File: src/rtl/pair_toggle_pkg.sv
package pair_toggle_pkg;

    localparam int PAIR_W = 2;
    localparam int CLS_W  = 2;

    // Class of the previously sampled pair; the spare code is never entered
    typedef enum logic [CLS_W-1:0] {
        CLS_SAME  = 2'b00,   // 00 or 11
        CLS_LO_HI = 2'b01,   // 01
        CLS_HI_LO = 2'b10,   // 10
        CLS_SPARE = 2'b11
    } pair_cls_e;

    typedef enum logic [1:0] {
        ACT_HOLD  = 2'b00,
        ACT_CLEAR = 2'b01,
        ACT_SET   = 2'b10,
        ACT_FLIP  = 2'b11
    } flag_act_e;

    typedef struct packed {
        pair_cls_e cls;
        logic      flag;
    } ptm_state_t;

    localparam ptm_state_t PTM_RESET = '{cls: CLS_SAME, flag: 1'b0};

    function automatic pair_cls_e classify(input logic [PAIR_W-1:0] p);
        case (p)
            2'b01:   return CLS_LO_HI;
            2'b10:   return CLS_HI_LO;
            default: return CLS_SAME;
        endcase
    endfunction

    function automatic logic apply_act(input flag_act_e a, input logic f);
        case (a)
            ACT_CLEAR: return 1'b0;
            ACT_SET:   return 1'b1;
            ACT_FLIP:  return ~f;
            default:   return f;
        endcase
    endfunction

endpackage

File: src/rtl/ptm_classify.sv
module ptm_classify
    import pair_toggle_pkg::*;
(
    input  logic [PAIR_W-1:0] pair_i,
    output pair_cls_e         cls_o
);

    always_comb begin
        cls_o = classify(pair_i);
    end

endmodule

File: src/rtl/ptm_action.sv
module ptm_action
    import pair_toggle_pkg::*;
(
    input  pair_cls_e         prev_cls_i,
    input  logic [PAIR_W-1:0] pair_i,
    output flag_act_e         act_o
);

    always_comb begin
        act_o = ACT_HOLD;
        unique case (prev_cls_i)
            CLS_HI_LO: begin
                if (pair_i == 2'b11)      act_o = ACT_SET;
                else if (pair_i == 2'b01) act_o = ACT_FLIP;
            end
            CLS_LO_HI: begin
                if (pair_i == 2'b11)      act_o = ACT_CLEAR;
            end
            default: act_o = ACT_HOLD;
        endcase
    end

endmodule

File: src/rtl/ptm_state_reg.sv
module ptm_state_reg
    import pair_toggle_pkg::*;
(
    input  logic      clk,
    input  logic      rst,
    input  pair_cls_e next_cls_i,
    input  flag_act_e act_i,
    output pair_cls_e cls_o,
    output logic      flag_o
);

    ptm_state_t state_q;
    ptm_state_t state_d;

    always_comb begin
        state_d.cls  = next_cls_i;
        state_d.flag = apply_act(act_i, state_q.flag);
        // Spare class code recovers to the reset state
        if (state_q.cls == CLS_SPARE) state_d = PTM_RESET;
    end

    always_ff @(posedge clk) begin
        if (rst) state_q <= PTM_RESET;
        else     state_q <= state_d;
    end

    assign cls_o  = state_q.cls;
    assign flag_o = state_q.flag;


    reset_state_chk: assert property (@(posedge clk)
        rst |=> (state_q == PTM_RESET));

endmodule

File: src/rtl/pair_toggle_fsm.sv
module pair_toggle_fsm
    import pair_toggle_pkg::*;
(
    input  logic clk,
    input  logic rst,
    input  logic in_a,
    input  logic in_b,
    output logic flag_o
);

    logic [PAIR_W-1:0] pair;
    pair_cls_e         cur_cls;
    pair_cls_e         prev_cls;
    flag_act_e         act;

    assign pair = {in_a, in_b};

    ptm_classify u_classify (
        .pair_i (pair),
        .cls_o  (cur_cls)
    );

    ptm_action u_action (
        .prev_cls_i (prev_cls),
        .pair_i     (pair),
        .act_o      (act)
    );

    ptm_state_reg u_state (
        .clk        (clk),
        .rst        (rst),
        .next_cls_i (cur_cls),
        .act_i      (act),
        .cls_o      (prev_cls),
        .flag_o     (flag_o)
    );


    reset_flag_chk: assert property (@(posedge clk)
        rst |=> !flag_o);


    set_after_hilo_chk: assert property (@(posedge clk) disable iff (rst)
        (prev_cls == CLS_HI_LO && pair == 2'b11) |=> flag_o);


    clear_after_lohi_chk: assert property (@(posedge clk) disable iff (rst)
        (prev_cls == CLS_LO_HI && pair == 2'b11) |=> !flag_o);


    flip_chk: assert property (@(posedge clk) disable iff (rst)
        (prev_cls == CLS_HI_LO && pair == 2'b01) |=> (flag_o != $past(flag_o)));


    hold_chk: assert property (@(posedge clk) disable iff (rst)
        !((prev_cls == CLS_HI_LO && (pair == 2'b11 || pair == 2'b01)) ||
          (prev_cls == CLS_LO_HI && pair == 2'b11)) |=> $stable(flag_o));


    same_class_chk: assert property (@(posedge clk) disable iff (rst)
        (pair == 2'b00 || pair == 2'b11) |=> (prev_cls == CLS_SAME));

endmodule

File: config.mk
export PLATFORM = sky130hd
export DESIGN_NAME = pair_toggle_fsm
export DESIGN_NICKNAME = d
export VERILOG_FILES = /design/src/rtl/pair_toggle_pkg.sv /design/src/rtl/ptm_classify.sv /design/src/rtl/ptm_action.sv /design/src/rtl/ptm_state_reg.sv /design/src/rtl/pair_toggle_fsm.sv
export SDC_FILE = /design/constraint.sdc
export NUM_CORES = 1
export LEC_CHECK = 0
export ABC_AREA = 1
export BUFFER_PORTS_ARGS = -buffer_cell sky130_fd_sc_hd__buf_2
export CORE_AREA = 3 3 40 42
export CTS_BUF_LIST = sky130_fd_sc_hd__clkbuf_2 sky130_fd_sc_hd__clkbuf_4 sky130_fd_sc_hd__clkbuf_8
export DETAILED_ROUTE_END_ITERATION = 10
export DIE_AREA = 0 0 43 45
export PLACE_DENSITY_LB_ADDON = 0.3
export SYNTH_ARGS = -nofsm -noshare
export SYNTH_HDL_FRONTEND = slang
export SYNTH_SLANG_ARGS = --single-unit
File: constraint.sdc
create_clock -name clk -period 2.56 [get_ports clk]
set_clock_uncertainty 0.15 [all_clocks]
set_input_delay 0.512 -clock clk [delete_from_list [all_inputs] [get_ports clk]]
set_output_delay 0.512 -clock clk [all_outputs]
set_load 0.01 [all_outputs]
* Yosys cells after proc, flatten, opt, wreduce, memory -nomap -nowiden
Index checks and enable logic that the tools add are counted.
** Cells by class
- Equal/unequal tests :: 9
- Mux-type cells :: 6
- Bitwise operators :: 1
- Reductions and logical operators :: 2
** Operators with widths (number)
- $eq A2 B2 Y1 const B :: 6
- $pmux W2 S2 :: 2
- $eq A2 B1 Y1 const B :: 3
- $mux W2 :: 2
- $pmux W1 S3 :: 1
- $reduce_bool A3 Y1 :: 1
- $reduce_or A2 Y1 :: 1
- $mux W1 :: 1
- $not A1 Y1 :: 1
** Storage, ports and cells
- Bits in registers :: 3
- Bits of input ports :: 4
- Output and inout port bits :: 1
- Word-level logic and storage cells :: 20

* Logic depth before layout (Yosys ltp)
Gate-level depths: netlist (run 1).
- Word-level depth :: 6
- Depth in mapped cells :: 7
- Gate-level depth less buffers :: 7

* By module
Synthesis (run 1) repeated with hierarchy kept, for this count alone.
** Unflattened totals
- Cells, all modules :: 29
- Area, all modules :: 186.4 um^2
** By module, submodules not included
- ptm_state_reg :: times used 1, cells each 13, area each 103.8 um^2, seq. area each 60.1 um^2
- ptm_action :: times used 1, cells each 12, area each 67.6 um^2, seq. area each 0.0 um^2
- ptm_classify :: times used 1, cells each 4, area each 15.0 um^2, seq. area each 0.0 um^2

* Worst setup path after synthesis (run 1)
No wires, ideal clock.
- Path kind :: reg-to-reg
- From :: register u_state.state_q (netlist bit u_state.cls_o[0])
- To :: register u_state.state_q (netlist bit u_state.flag_o)
- Library setup time :: 113 ps
- Arrival time :: 900 ps
- Data required time :: 2297 ps
- Slack :: 1397 ps
- Stages on the path, launching flop included :: 7
- Path buffers :: 0
- Period minus slack after synthesis :: 1163 ps
- Cell sequence :: dfxtp_1 inv_1 ha_1 inv_1 nand3_1 nor2_1 nor2_1
** Between the ends
- Cells in the longest elaborated chain, start to end :: 4
- Elaborated cells between the ends (all ways) :: 10
- Classes of those cells :: eq/ne (6); mux (2); reduce/logical (2)
** Ends and longest elaborated chain
- start: declaration :: line ptm_state_reg.sv:12 : ptm_state_t state_q;
- start signal: assignment :: line ptm_state_reg.sv:24 : else state_q <= state_d;
- $eq A2 B1 Y1 / $eq A2 B2 Y1 (equally long branches) :: line ptm_action.sv:11 : unique case (prev_cls_i)
- $pmux W2 S2 :: line ptm_action.sv:11
- $eq A2 B2 Y1 / $eq A2 B1 Y1 (equally long branches) :: line pair_toggle_pkg.sv:37 : case (a)
- $pmux W1 S3 / $reduce_bool A3 Y1 (equally long branches)
Parallel ways exist; a longest one is shown, timed or not.
A chain may end at the register's enable or synchronous reset.

* Worst setup path after layout (run 1)
- From :: register u_state.state_q (netlist bit u_state.flag_o)
- To :: output port flag_o
** RTL lines
- end: declaration :: line pair_toggle_fsm.sv:8 : output logic flag_o
No word-level cell between the ends.

==> reports/summary.txt, run 1 <==
Outcome -> finished, final reports clean
Reg-to-Reg End -> u_state.flag_o
Num CTS Buffers -> 3
Synth Area per Inst -> 6.77 um^2
Worst Tran Pin Value -> 0.124 ns
Per-cell routed wire length -> 6.34 um
Die span in y -> 45 um
Area growth from synthesis to layout -> 37.7%
Multi-input logic area -> 92.6 um^2
Setup Crit Path Kind -> reg2out
Largest net degree at the start of global routing -> 5
Fmax achieved -> 729 MHz
Worst endpoint required time -> 1.90 ns
Worst Setup End Kind -> output port
Flops & latches, synth -> 3
CP Launch Type -> register
Power Density -> 614 mW/mm^2
Final-report max-slew violation count -> 0
Num ports -> 5
Final hold slack -> 0.337 ns
Fin. Hold Viols -> 0
Peak VDD IR -> 150 uV
ANT cells -> 0
Register Area -> 60.1 um^2
Clk sink count -> 3
Remaining DRCs -> 0
CTS H-tree depth -> 1
Min cycle time layout -> 1.37 ns
P_leak -> 0.140 nW
Hold crit path type -> in2reg
Cts hold-fix bufs -> 0
Vias -> 158
Core ar. -> 0.00128 mm^2
Final setup viols -> 0
Crit-path cells -> buf_2
# resized after CTS -> 0
Worst-path maximum fanout -> 3
Slew headroom -> 91.7%
Detailed Routing Iterations Pass 1 -> 1
IO buf count -> 4
Hold path startpoint -> in_b
Yosys warns -> 0
Reg2Reg Depth -> 6
Vias per cell -> 3.16
Worst-skew pair later-pin latency -> 0.23 ns
Gr usage total -> 4.50%
Final ANT Viol Nets -> 0
Clock transition at path regs -> 0.04 ns
Horiz. Die Dim -> 43 um
Final wirelength -> 317 um
Nets -> 43
Seq/Total Area, Yosys -> 32.9%
Die area -> 0.00194 mm^2
FF-to-FF setup slack -> 1.33 ns
Worst Hold Path EP -> u_state.cls_o[1]
CTS max path bufs -> 2
First-pass GRT wire length -> 552 um
Vias in the first global route -> 150
Initial antenna violation count -> 0
Cell row count -> 13
Final HPWL DP -> 261 um
Max-cap viol count -> 0
Post-CTS Setup Bufs -> 0
Period utilization -> 53.6%
1st-iter DRT viols -> 0
Layout cell share with drive strength beyond 1 -> 25.7%
Worst r2r src -> u_state.cls_o[0]
Slowest-stage cell, CP -> dfxtp_1
Fill count -> 149
CTS tree -> yes
Hold Crit Depth -> 2
Critical Path Max Stage Delay -> 0.34 ns
Overflow after GRT -> 0
Cell area after synthesis -> 183 um^2
Post-synthesis cell count -> 27
Crit path arrival time -> 0.71 ns
Buf/Inv on CP -> 1
Syn nets -> 34
Initial Utilization -> 14.2%
CTS Root Cell -> clkbuf_4
Setup TNS -> 0 ns
Synth unique cells -> 8
GP Congestion -> 0.623
Unrepaired setup endpoints after global routing -> no
CP top delay family -> flip-flops
sequential cells by signal, indices dropped and copies added (netlist names):
signal          count
u_state.flag_o      1
u_state.cls_o       2
layer usage:
metal	vias up	part of all wire [%]	GRT usage, %
met5	-	0	0
met4	0	0	9.04
met3	0	3.5	1.20
met2	3	44	4.79
met1	63	52	4.82
li1	92	-	-
cell usage after synthesis:
cell type  number  area, um^2
nor3_1          1        5.00
nand3_1         2        10.0
nor2_1          3        11.3
nor2_2          1        6.26
inv_1           8        30.0
dfxtp_1         3        60.1
nand2_1         6        22.5
ha_1            3        37.5
kinds of logic (layout without fill, tap and decap cells):
logic type	Yosys count	in the layout	synth area share [%]
adder cells (fa/ha/maj)	3	3	20.6
buffers and inverters	8	16	16.4
flip-flops	3	3	32.9
AND/OR/NAND/NOR	13	13	30.1
power breakdown:
group / leakage, nW / total (mW) / internal, mW / switching [mW]
logic: 0.0974 / 0.0115 / 0.00494 / 0.00653
clock network: 0.0184 / 0.0934 / 0.0690 / 0.0244
registers: 0.0245 / 0.0497 / 0.0485 / 0.00118
total: 0.140 / 0.155 / 0.122 / 0.0321
layout make-up:
cell class,instances,share of cell area (%)
clock buffer,4,11.9
tap,15,7.46
inverter,8,11.9
sequential,3,23.9
multi-input combinational,16,36.8
timing repair buffer,4,7.96
stage by stage:
stage                     total power, mW  instance area (um^2)  cells  worst slack [ns]  util (%)
final                               0.155                   251     50              1.19      19.6
after CTS                           0.161                   251     50              1.17      19.6
after global routing                0.165                   251     50              1.16      19.6
after floorplan                    0.0573                   183     27              1.40         -
after global placement             0.0623                   221     46              1.35      17.2
after detailed placement           0.0623                   221     46              1.33      17.2
worst register-to-register path, stage by stage, from the launching register on:
cell     delay (ns)
dfxtp_1        0.35
inv_1          0.05
ha_1           0.28
inv_1          0.07
nand3_1        0.06
nor2_1         0.10
nor2_1         0.05
worst max path at each step:
stage,slack (ns),startpoint,to,depth (start not counted)
global route,1.16,u_state.flag_o,flag_o,1
finish,1.19,u_state.flag_o,flag_o,1
detailed placement,1.33,u_state.cls_o[0],u_state.flag_o,6
CTS,1.17,u_state.flag_o,flag_o,1
floorplan,1.40,u_state.cls_o[0],u_state.flag_o,6
global placement,1.35,u_state.cls_o[0],u_state.flag_o,6
layout by cell type (no fill, tap or decap):
cell / synthesis / final
buf_2: 0 / 4
clkbuf_4: 0 / 4
dfxtp_1: 3 / 3
ha_1: 3 / 3
inv_1: 8 / 8
nand2_1: 6 / 6
nand3_1: 2 / 2
nor2_1: 3 / 3
nor2_2: 1 / 1
nor3_1: 1 / 1
No activity file was read; power rests on OpenSTA's default activity.
==> run 2, diff against run 1 <==
Clock period 2.56 ns to 1.35 ns, I/O delays scaled along.
==> run 2 against run 1 <==
Compared with the run above:
- core utilization stayed put
- count of clock-buffer cells in the layout unchanged
- critical path type is now reg2reg
- critical endpoint is now u_state.flag_o
- die area unchanged
- routed wire length is 4.1% lower
- clock power is 85% higher
- final cell count is the same
- setup slack got worse by 1.1 ns
- power rose by 87%
- non-clock buffer count stayed put
- critical path depth rose by 5
- flip-flop and latch count unchanged
==> reports/summary.txt, run 2 (synthesis results as in run 1) <==
Worst Hold Path EP -> u_state.cls_o[1]
Crit path arrival time -> 1.19 ns
Clock transition at path regs -> 0.03 ns
Overflow after GRT -> 0
Remaining DRCs -> 0
P_leak -> 0.140 nW
Largest net degree at the start of global routing -> 5
Vias per cell -> 3.14
Fmax achieved -> 823 MHz
Die span in y -> 45 um
Core ar. -> 0.00128 mm^2
First-pass GRT wire length -> 600 um
Num ports -> 5
Period utilization -> 90.0%
Worst-skew pair later-pin latency -> 0.23 ns
Worst Tran Pin Value -> 0.123 ns
Power Density -> 1150 mW/mm^2
Detailed Routing Iterations Pass 1 -> 4
Vias in the first global route -> 163
Dpl ws -> 0.125 ns
Min cycle time layout -> 1.21 ns
Slew headroom -> 91.8%
Unrepaired setup endpoints after global routing -> no
CTS H-tree depth -> 1
Hold crit path type -> in2reg
IO buf count -> 4
Commonest non-fill, non-tap cells in the layout -> inv_1, nand2_1, clkbuf_4, buf_2
Layout cell share with drive strength beyond 1 -> 25.7%
Max-cap viol count -> 0
Largest register FFs -> 2
Cts hold-fix bufs -> 0
Cell row count -> 13
Final setup viols -> 0
Worst endpoint required time -> 1.32 ns
Worst-path maximum fanout -> 3
Hold Crit Depth -> 2
Initial antenna violation count -> 0
# resized after CTS -> 0
Hold path startpoint -> in_b
Placed Area -> 221 um^2
Final HPWL DP -> 254 um
Post-layout util -> 19.6%
Final ANT Viol Nets -> 0
FF-to-FF setup slack -> 0.14 ns
Worst Setup End Kind -> register
Area growth from synthesis to layout -> 37.7%
CTS max path bufs -> 2
CTS Root Cell -> clkbuf_4
GP Congestion -> 0.633
Peak VDD IR -> 240 uV
Worst r2r src -> u_state.cls_o[0]
CTS tree -> yes
Clk sink count -> 3
Post-CTS Setup Bufs -> 0
Commonest non-fill, non-tap cell in the layout -> inv_1
Gr usage total -> 4.75%
Reg-to-Reg End -> u_state.flag_o
Setup Crit Path Kind -> reg2reg
Final wirelength -> 304 um
Die area -> 0.00194 mm^2
Outcome -> finished, final reports clean
Per-cell routed wire length -> 6.08 um
Fin. Hold Viols -> 0
Vias -> 157
Final Non-Filler Cells -> 50
Final instance area -> 251 um^2
CP Launch Type -> register
Nets -> 43
Initial Utilization -> 14.2%
Num CTS Buffers -> 3
Final-report max-slew violation count -> 0
Worst Setup SP -> u_state.cls_o[0]
ANT cells -> 0
Placed insts -> 46
PnR worst setup slack -> 0.136 ns
1st-iter DRT viols -> 1
Horiz. Die Dim -> 43 um
Reg2Reg Depth -> 6
Setup TNS -> 0 ns
-- run 2: cell counts in the layout (fill, tap and decap cells not counted) --
No cell type changed its count.
-- run 2: where the power goes --
group	switching (mW)	internal [mW]
combinational	0.0125	0.00944
sequential	0.00213	0.0921
clock	0.0422	0.131
total	0.0569	0.232
-- run 2: how the worst max path moves through the flow --
stage | endpoint | slack, ns | cells after the start
final | u_state.flag_o | 0.14 | 6
after global routing | u_state.flag_o | 0.009 | 6
after CTS | u_state.flag_o | 0.12 | 6
after floorplan | u_state.flag_o | 0.19 | 6
after detailed placement | u_state.flag_o | 0.13 | 6
after global placement | u_state.flag_o | 0.12 | 6
-- run 2: final cells by class --
cell class / count / area, um^2
Clock buffer: 4 / 30.0
Fill cell: 158 / 1030
Inverter: 8 / 30.0
Multi-Input combinational cell: 16 / 92.6
Sequential cell: 3 / 60.1
Tap cell: 15 / 18.8
Timing Repair Buffer: 4 / 20.0
-- run 2: worst max-delay path: stages, from the launching register on --
cell,delay [ns]
dfxtp_1,0.35
inv_1,0.05
ha_1,0.28
inv_1,0.07
nand3_1,0.06
nor2_1,0.10
nor2_1,0.05
-- run 2: metrics by stage --
step | power, mW | hold WS, ns
final | 0.289 | 0.100
after detailed placement | 0.118 | 0.338
after floorplan | 0.109 | 0.197
after global placement | 0.118 | 0.341
after global routing | 0.305 | 0.125
after CTS | 0.299 | 0.0931
-- run 2: per-layer routing --
layer  global-route usage (%)  wire [um]  share of wire [%]
met1                     4.82        130                 43
met2                     5.09        146                 48
met3                     1.99         26                8.6
met4                     9.04          0                  0
met5                        0          0                  0
